## config.mk

```make
export PLATFORM = sky130hd
export DESIGN_NAME = regsave_seq
export DESIGN_NICKNAME = d
export VERILOG_FILES = /design/src/rtl/regsave_pkg.sv /design/src/rtl/regsave_pick.sv /design/src/rtl/regsave_bank.sv /design/src/rtl/regsave_ctrl.sv /design/src/rtl/regsave_seq.sv
export SDC_FILE = /design/constraint.sdc
export NUM_CORES = 1
export LEC_CHECK = 0
export ABC_AREA = 1
export BUFFER_PORTS_ARGS = -buffer_cell sky130_fd_sc_hd__buf_4
export CORE_MARGIN = 3
export CORE_UTILIZATION = 56
export DETAILED_ROUTE_END_ITERATION = 6
export PLACE_DENSITY_LB_ADDON = 0.05
export SLEW_MARGIN = 25
export SYNTH_ARGS = -nofsm -noshare
export SYNTH_HDL_FRONTEND = slang
export SYNTH_SLANG_ARGS = --single-unit
```

## constraint.sdc

```tcl
create_clock -name clk -period 2.77 [get_ports clk]
set_input_delay 0.277 -clock clk [delete_from_list [all_inputs] [get_ports clk]]
set_output_delay 0.277 -clock clk [all_outputs]
set_load 0.005 [all_outputs]
```

## src/rtl/regsave_pkg.sv

```systemverilog
package regsave_pkg;
  typedef enum logic [1:0] {
    ST_IDLE = 2'd0,
    ST_RUN  = 2'd1,
    ST_WAIT = 2'd2
  } seq_state_e;
endpackage

```

## src/rtl/regsave_pick.sv

```systemverilog
module regsave_pick #(
  parameter int N_REGS = 7,
  localparam int IDX_W = $clog2(N_REGS)
) (
  input  logic [N_REGS-1:0] mask_i,
  input  logic              pop_i,
  output logic [IDX_W-1:0]  idx_o,
  output logic              any_o
);
  // restore: lowest set index wins; save: highest set index wins
  always_comb begin
    idx_o = '0;
    any_o = |mask_i;
    if (pop_i) begin
      for (int i = N_REGS - 1; i >= 0; i--) begin
        if (mask_i[i]) idx_o = IDX_W'(i);
      end
    end else begin
      for (int i = 0; i < N_REGS; i++) begin
        if (mask_i[i]) idx_o = IDX_W'(i);
      end
    end
  end
endmodule

```

## src/rtl/regsave_bank.sv

```systemverilog
module regsave_bank #(
  parameter int N_REGS = 7,
  parameter int DATA_W = 16,
  localparam int IDX_W = $clog2(N_REGS)
) (
  input  logic                     clk,
  input  logic                     rst_n,
  input  logic                     host_en_i,
  input  logic [IDX_W-1:0]         host_idx_i,
  input  logic [DATA_W-1:0]        host_data_i,
  input  logic                     wb_en_i,
  input  logic [IDX_W-1:0]         wb_idx_i,
  input  logic [DATA_W-1:0]        wb_data_i,
  output logic [N_REGS*DATA_W-1:0] regs_o
);
  for (genvar g = 0; g < N_REGS; g++) begin : g_reg
    logic              en_g;
    logic [DATA_W-1:0] d_g;
    logic [DATA_W-1:0] q_g;

    always_comb begin
      en_g = (wb_en_i && (wb_idx_i == IDX_W'(g))) ||
             (host_en_i && (host_idx_i == IDX_W'(g)));
      d_g  = wb_en_i ? wb_data_i : host_data_i;
    end

    always_ff @(posedge clk or negedge rst_n) begin
      if (!rst_n) begin
        q_g <= '0;
      end else if (en_g) begin
        q_g <= d_g;
      end
    end

    assign regs_o[g*DATA_W +: DATA_W] = q_g;
  end
endmodule

```

## src/rtl/regsave_ctrl.sv

```systemverilog
module regsave_ctrl
  import regsave_pkg::*;
#(
  parameter int N_REGS = 7,
  parameter int ADDR_W = 16,
  parameter int WORD_BYTES = 2,
  localparam int IDX_W = $clog2(N_REGS)
) (
  input  logic              clk,
  input  logic              rst_n,
  input  logic              cmd_valid_i,
  input  logic [N_REGS:0]   cmd_byte_i,
  output logic              cmd_ready_o,
  input  logic              sp_wr_en_i,
  input  logic [ADDR_W-1:0] sp_wr_data_i,
  output logic [N_REGS-1:0] mask_o,
  output logic              pop_o,
  input  logic [IDX_W-1:0]  pick_idx_i,
  input  logic              pick_any_i,
  output logic              mem_en_o,
  output logic              mem_we_o,
  output logic [ADDR_W-1:0] mem_addr_o,
  output logic              wb_en_o,
  output logic [IDX_W-1:0]  wb_idx_o,
  output logic              done_o,
  output logic [ADDR_W-1:0] sp_o
);
  localparam logic [ADDR_W-1:0] STEP = ADDR_W'(WORD_BYTES);
  localparam logic [N_REGS-1:0] ONE  = N_REGS'(1);

  seq_state_e        state_q, state_d;
  logic [N_REGS-1:0] mask_q, mask_d;
  logic              pop_q, pop_d;
  logic [ADDR_W-1:0] sp_q, sp_d;
  logic              sp_en;
  logic              done_q, done_d;
  logic              wb_q, wb_d;
  logic [IDX_W-1:0]  wbidx_q, wbidx_d;

  always_comb begin
    state_d    = state_q;
    mask_d     = mask_q;
    pop_d      = pop_q;
    sp_d       = sp_q;
    sp_en      = 1'b0;
    done_d     = 1'b0;
    wb_d       = 1'b0;
    wbidx_d    = wbidx_q;
    mem_en_o   = 1'b0;
    mem_we_o   = 1'b0;
    mem_addr_o = sp_q;
    cmd_ready_o = (state_q == ST_IDLE);
    case (state_q)
      ST_IDLE: begin
        if (sp_wr_en_i) begin
          sp_d  = sp_wr_data_i;
          sp_en = 1'b1;
        end
        if (cmd_valid_i) begin
          pop_d  = cmd_byte_i[N_REGS];
          mask_d = cmd_byte_i[N_REGS-1:0];
          if (cmd_byte_i[N_REGS-1:0] == '0) done_d  = 1'b1;
          else                              state_d = ST_RUN;
        end
      end
      ST_RUN: begin
        mem_en_o   = pick_any_i;
        mem_we_o   = !pop_q;
        mem_addr_o = pop_q ? sp_q : sp_q - STEP;
        sp_d       = pop_q ? sp_q + STEP : sp_q - STEP;
        sp_en      = pick_any_i;
        mask_d     = mask_q & ~(ONE << pick_idx_i);
        if (pop_q) begin
          wb_d    = pick_any_i;
          wbidx_d = pick_idx_i;
        end
        if (mask_d == '0) begin
          if (pop_q) begin
            state_d = ST_WAIT;
          end else begin
            state_d = ST_IDLE;
            done_d  = 1'b1;
          end
        end
      end
      ST_WAIT: begin
        state_d = ST_IDLE;
        done_d  = 1'b1;
      end
      default: state_d = ST_IDLE;
    endcase
  end

  always_ff @(posedge clk or negedge rst_n) begin
    if (!rst_n) begin
      state_q <= ST_IDLE;
      mask_q  <= '0;
      pop_q   <= 1'b0;
      sp_q    <= '0;
      done_q  <= 1'b0;
      wb_q    <= 1'b0;
      wbidx_q <= '0;
    end else begin
      state_q <= state_d;
      mask_q  <= mask_d;
      pop_q   <= pop_d;
      done_q  <= done_d;
      wb_q    <= wb_d;
      wbidx_q <= wbidx_d;
      if (sp_en) sp_q <= sp_d;
    end
  end

  assign mask_o   = mask_q;
  assign pop_o    = pop_q;
  assign wb_en_o  = wb_q;
  assign wb_idx_o = wbidx_q;
  assign done_o   = done_q;
  assign sp_o     = sp_q;

  a_r6_empty_done: assert property (@(posedge clk) disable iff (!rst_n)
    (cmd_valid_i && cmd_ready_o && cmd_byte_i[N_REGS-1:0] == '0) |=> (done_o && !mem_en_o));

  a_r3_save_sp_step: assert property (@(posedge clk) disable iff (!rst_n)
    (mem_en_o && mem_we_o) |=> (sp_o == ADDR_W'($past(sp_o) - STEP)));

  a_r4_restore_sp_step: assert property (@(posedge clk) disable iff (!rst_n)
    (mem_en_o && !mem_we_o) |=> (sp_o == ADDR_W'($past(sp_o) + STEP)));

  a_r4_restore_writeback: assert property (@(posedge clk) disable iff (!rst_n)
    (mem_en_o && !mem_we_o) |=> wb_en_o);

  a_r7_idle_no_access: assert property (@(posedge clk) disable iff (!rst_n)
    cmd_ready_o |-> !mem_en_o);

  a_r8_done_then_idle: assert property (@(posedge clk) disable iff (!rst_n)
    done_o |-> (cmd_ready_o && !mem_en_o));
endmodule

```

## src/rtl/regsave_seq.sv

```systemverilog
module regsave_seq #(
  parameter int N_REGS = 7,
  parameter int DATA_W = 16,
  parameter int ADDR_W = 16,
  localparam int IDX_W = $clog2(N_REGS)
) (
  input  logic                     clk,
  input  logic                     rst_n,
  input  logic                     cmd_valid_i,
  output logic                     cmd_ready_o,
  input  logic [N_REGS:0]          cmd_byte_i,
  output logic                     done_o,
  input  logic                     reg_wr_en_i,
  input  logic [IDX_W-1:0]         reg_wr_idx_i,
  input  logic [DATA_W-1:0]        reg_wr_data_i,
  input  logic                     sp_wr_en_i,
  input  logic [ADDR_W-1:0]        sp_wr_data_i,
  output logic [ADDR_W-1:0]        sp_o,
  output logic [N_REGS*DATA_W-1:0] regs_o,
  output logic                     mem_en_o,
  output logic                     mem_we_o,
  output logic [ADDR_W-1:0]        mem_addr_o,
  output logic [DATA_W-1:0]        mem_wdata_o,
  input  logic [DATA_W-1:0]        mem_rdata_i
);
  logic [N_REGS-1:0] mask;
  logic              pop;
  logic [IDX_W-1:0]  pick_idx;
  logic              pick_any;
  logic              wb_en;
  logic [IDX_W-1:0]  wb_idx;

  regsave_pick #(.N_REGS(N_REGS)) u_pick (
    .mask_i (mask),
    .pop_i  (pop),
    .idx_o  (pick_idx),
    .any_o  (pick_any)
  );

  regsave_ctrl #(.N_REGS(N_REGS), .ADDR_W(ADDR_W), .WORD_BYTES(DATA_W / 8)) u_ctrl (
    .clk          (clk),
    .rst_n        (rst_n),
    .cmd_valid_i  (cmd_valid_i),
    .cmd_byte_i   (cmd_byte_i),
    .cmd_ready_o  (cmd_ready_o),
    .sp_wr_en_i   (sp_wr_en_i),
    .sp_wr_data_i (sp_wr_data_i),
    .mask_o       (mask),
    .pop_o        (pop),
    .pick_idx_i   (pick_idx),
    .pick_any_i   (pick_any),
    .mem_en_o     (mem_en_o),
    .mem_we_o     (mem_we_o),
    .mem_addr_o   (mem_addr_o),
    .wb_en_o      (wb_en),
    .wb_idx_o     (wb_idx),
    .done_o       (done_o),
    .sp_o         (sp_o)
  );

  regsave_bank #(.N_REGS(N_REGS), .DATA_W(DATA_W)) u_bank (
    .clk         (clk),
    .rst_n       (rst_n),
    .host_en_i   (reg_wr_en_i && cmd_ready_o),
    .host_idx_i  (reg_wr_idx_i),
    .host_data_i (reg_wr_data_i),
    .wb_en_i     (wb_en),
    .wb_idx_i    (wb_idx),
    .wb_data_i   (mem_rdata_i),
    .regs_o      (regs_o)
  );

  // store data: value of the register the picker points at
  always_comb begin
    mem_wdata_o = '0;
    for (int i = 0; i < N_REGS; i++) begin
      if (pick_idx == IDX_W'(i)) mem_wdata_o = regs_o[i*DATA_W +: DATA_W];
    end
  end
endmodule

```

==> results.tsv <==
metric	value	unit
status	finished, final reports clean	
Die Y	122.2	um
Remaining DRCs	0	
CP peak stage delay	0.41	ns
Routed Wire Length	26600	um
Synth Area in Compound Gates	14.39	%
first-pass GRT wire length	40970	um
Buf+Inv Stages, Crit Path	4	
slew margin rel.	58.98	%
Synth Flop Type	dfrtp_1	
met2 WL post-DR	12060	um
H-tree Lvls	4	
Seq. cell area	3578	sq um
number of flops mapped to enable cells by yosys	0	
mux share of post-synthesis cell area	0.1489	%
metal3 WL	3031	um
post-synthesis adder-cell area fraction	0.6617	%
Final min period	2.739	ns
# rows	41	
Fin. Hold Viols	0	
ANT nets after route	0	
total power	15.28	mW
met1 wire length	10830	um
RSZ-0062 raised after global routing	true	
endpoints failing setup	0	
drt pass-1 iters	6	
WHS	0.07352	ns
Layout Cells excl Fill	1421	
Nets	1304	
Detailed Route Iter0 Violations	1050	
clock buffer depth	2	
area grow syn2layout	35.19	%
CP Cell Sequence	nor2_1, nand2_1, nand2_1, nand2_4, inv_1, nand4_1, inv_4, buf_12, nand2_1, nand4_1, buf_4	
Fill cells	961	
Leak	4.949	nW
Final Util	79.09	%
CP max FO	15	
Skew-Pair Late Insertion Delay	0.43	ns
FF+latch count, synth	143	
CP Class	flop to output pin	
post-synth cell types	34	
crit end category	output pin	
syn_area_per_cell	7.511	sq um
worst slew pin tran	0.6130	ns
Vias per Instance	5.974	
Inst Count DP	1382	
Slew Viols, Final	0	
Post-Syn Area	7564	sq um
Top Layer Used	met4	
Synth Instances	1007	
Synth area leaders	dfrtp_1 47%, nand2_1 13%, nor2_1 8.1%, a31oi_1 7.2%, o21ai_0 4.4%	
dpl cell area	9482	sq um
full die area	14940	sq um
Tcrit/Tclk final	98.87	%
Sink Count	143	
area of the multi-input gates	3505	sq um
Syn Nets	1075	
Peak VDD IR	0.0008116	V
Slowest-stage cell, CP	dfrtp_1	
Post-synth ARST share	100.0	%
antenna violations before repair	0	
fmax	365.1	MHz
Seq/Total Area, Yosys	47.31	%
startpoint class of the critical path	flop	
WP data arrival	2.46	ns
gpl congestion	0.9827	
vias in the first global route	7633	
starting density of the core	58.51	%
cts bufs inserted	17	
Synth warnings	0	
I/O Pins	228	
power per cell area	1495	nW/um^2
area leader, netlist	dfrtp_1	
clock-pin slew on the worst setup and hold paths	0.06	ns
global route overflow	0	
Ant. Diodes	0	
layout cells sized above 1	24.98	%
Final Skew	0.005237	ns
Post-Synth Simple-Gate Area	29.51	%
vias	8489	
All-Layer GR Usage	35.65	%
core area	12930	sq um
largest delay contributor family on the critical path	simple AND/OR/NAND/NOR gates	
post-synthesis xor/xnor area fraction	0.8106	%
largest family of logic cells by synthesized area	simple AND/OR/NAND/NOR gates	
top cell type's share of synthesized area	47.31	%
routed len/inst	18.72	um
clock root buffer	clkbuf_16	
CP Data Required Time	2.49	ns
Finished Cell Area	10220	sq um
CTS tree	built	
CP dominant cell by count	nand2_1	
Die Width	122.2	um
detailed placement HPWL	18900	um
maxcap violations	0	
largest net degree at the start of global routing	64	
port buffer count	227	
worst min path class	input port to flop	
## worst paths after layout
path | start | endpoint | slack (ns) | cells past startpoint
max in group asynchronous | rst_n | u_bank.g_reg[4].q_g[10] | 1.61 | 3
max reg2reg | u_ctrl.mask_o[3] | u_ctrl.state_q[0] | 0.64 | 13
min reg2reg | u_ctrl.wb_idx_o[2] | u_ctrl.wb_idx_o[2] | 0.53 | 2
max | u_ctrl.mask_o[3] | mem_wdata_o[2] | 0.03 | 11
min in group asynchronous | rst_n | u_bank.g_reg[5].q_g[0] | 0.39 | 2
min | sp_wr_data_i[0] | u_ctrl.sp_o[0] | 0.07 | 2
## cell usage in the layout (no fill, tap or decap), types with 8 or more instances in the layout
cell type,instances
nand4_1,43
o211ai_1,8
a31oi_1,87
a21oi_1,10
nor3_1,19
dfrtp_1,143
clkbuf_16,17
o21ai_0,66
nor2_1,163
nand3_1,42
inv_1,74
buf_4,248
nand2_1,254
## cell families (layout without fill, tap and decap cells)
group / count (synthesis) / in the layout
compound gates: 184 / 184
buf+inv: 132 / 374
flops: 143 / 143
simple gates: 536 / 536
mux: 1 / 1
fa+ha+maj: 4 / 4
xor+xnor: 7 / 7
## area by class of cell
class                   count  area share [%]
multi-input cells         732           34.28
clock buffers              20           4.369
repair buffers            258           19.76
flip-flops and latches    143           35.00
clock inverters            12           1.334
inverters                  84           3.157
well taps                 172           2.105
## stage by stage
stage | TNS [ns] | setup slack, ns
detailed placement | 0 | 0.3147
global route | -0.1098 | -0.02868
CTS | 0 | 0.006401
finish | 0 | 0.03118
floorplan | 0 | 0.9377
global placement | 0 | 0.3647
## layer usage
metal | vias up | GRT usage [%]
li1 | 3842 | -
met1 | 3997 | 51.03
met2 | 569 | 53.69
met3 | 81 | 9.217
met4 | 0 | 10.78
met5 | - | 0
## where the power goes
part / leakage, nW / internal (mW) / switching [mW]
registers: 1.69 / 3.11 / 1.08
clock network: 0.271 / 1.35 / 0.933
logic: 2.99 / 3.90 / 4.91
total: 4.95 / 8.36 / 6.92
## cells in the mapped netlist (all sizes together), types with 2 or more instances
cell type  instances
o211ai             8
nor2             168
o21ai             68
dfrtp            143
nor3              20
buf               35
clkinv             2
xor2               7
a31oi             87
nand3             43
inv               82
nand2            259
clkbuf            13
o21a               3
a21oi             10
ha                 4
nand4             44
o221ai             4
## sequential cells by signal, summed over array words and instances, names as in the netlist
signal	cells
u_ctrl.wb_idx_o	3
u_bank.g.q_g	112
u_ctrl.state_q	2
u_ctrl.done_o	1
u_ctrl.sp_o	16
u_ctrl.pop_o	1
u_ctrl.wb_en_o	1
u_ctrl.mask_o	7
## worst reg2reg max path: cells and delay by family, from the launching register on
family	cells	cell delay, ns
buf+inv	3	0.41
simple gates	10	1.20
flops	1	0.41
## repair_timing
action / CTS / global route
hold buffers: 1 / 0
buffers inserted: 0 / 6
gates resized for setup: 6 / 16
setup endpoints to repair: 16 / 18
pin swaps: 0 / 3
hold endpoints to repair: 61 / 0
(Power assumes the default switching activity.)
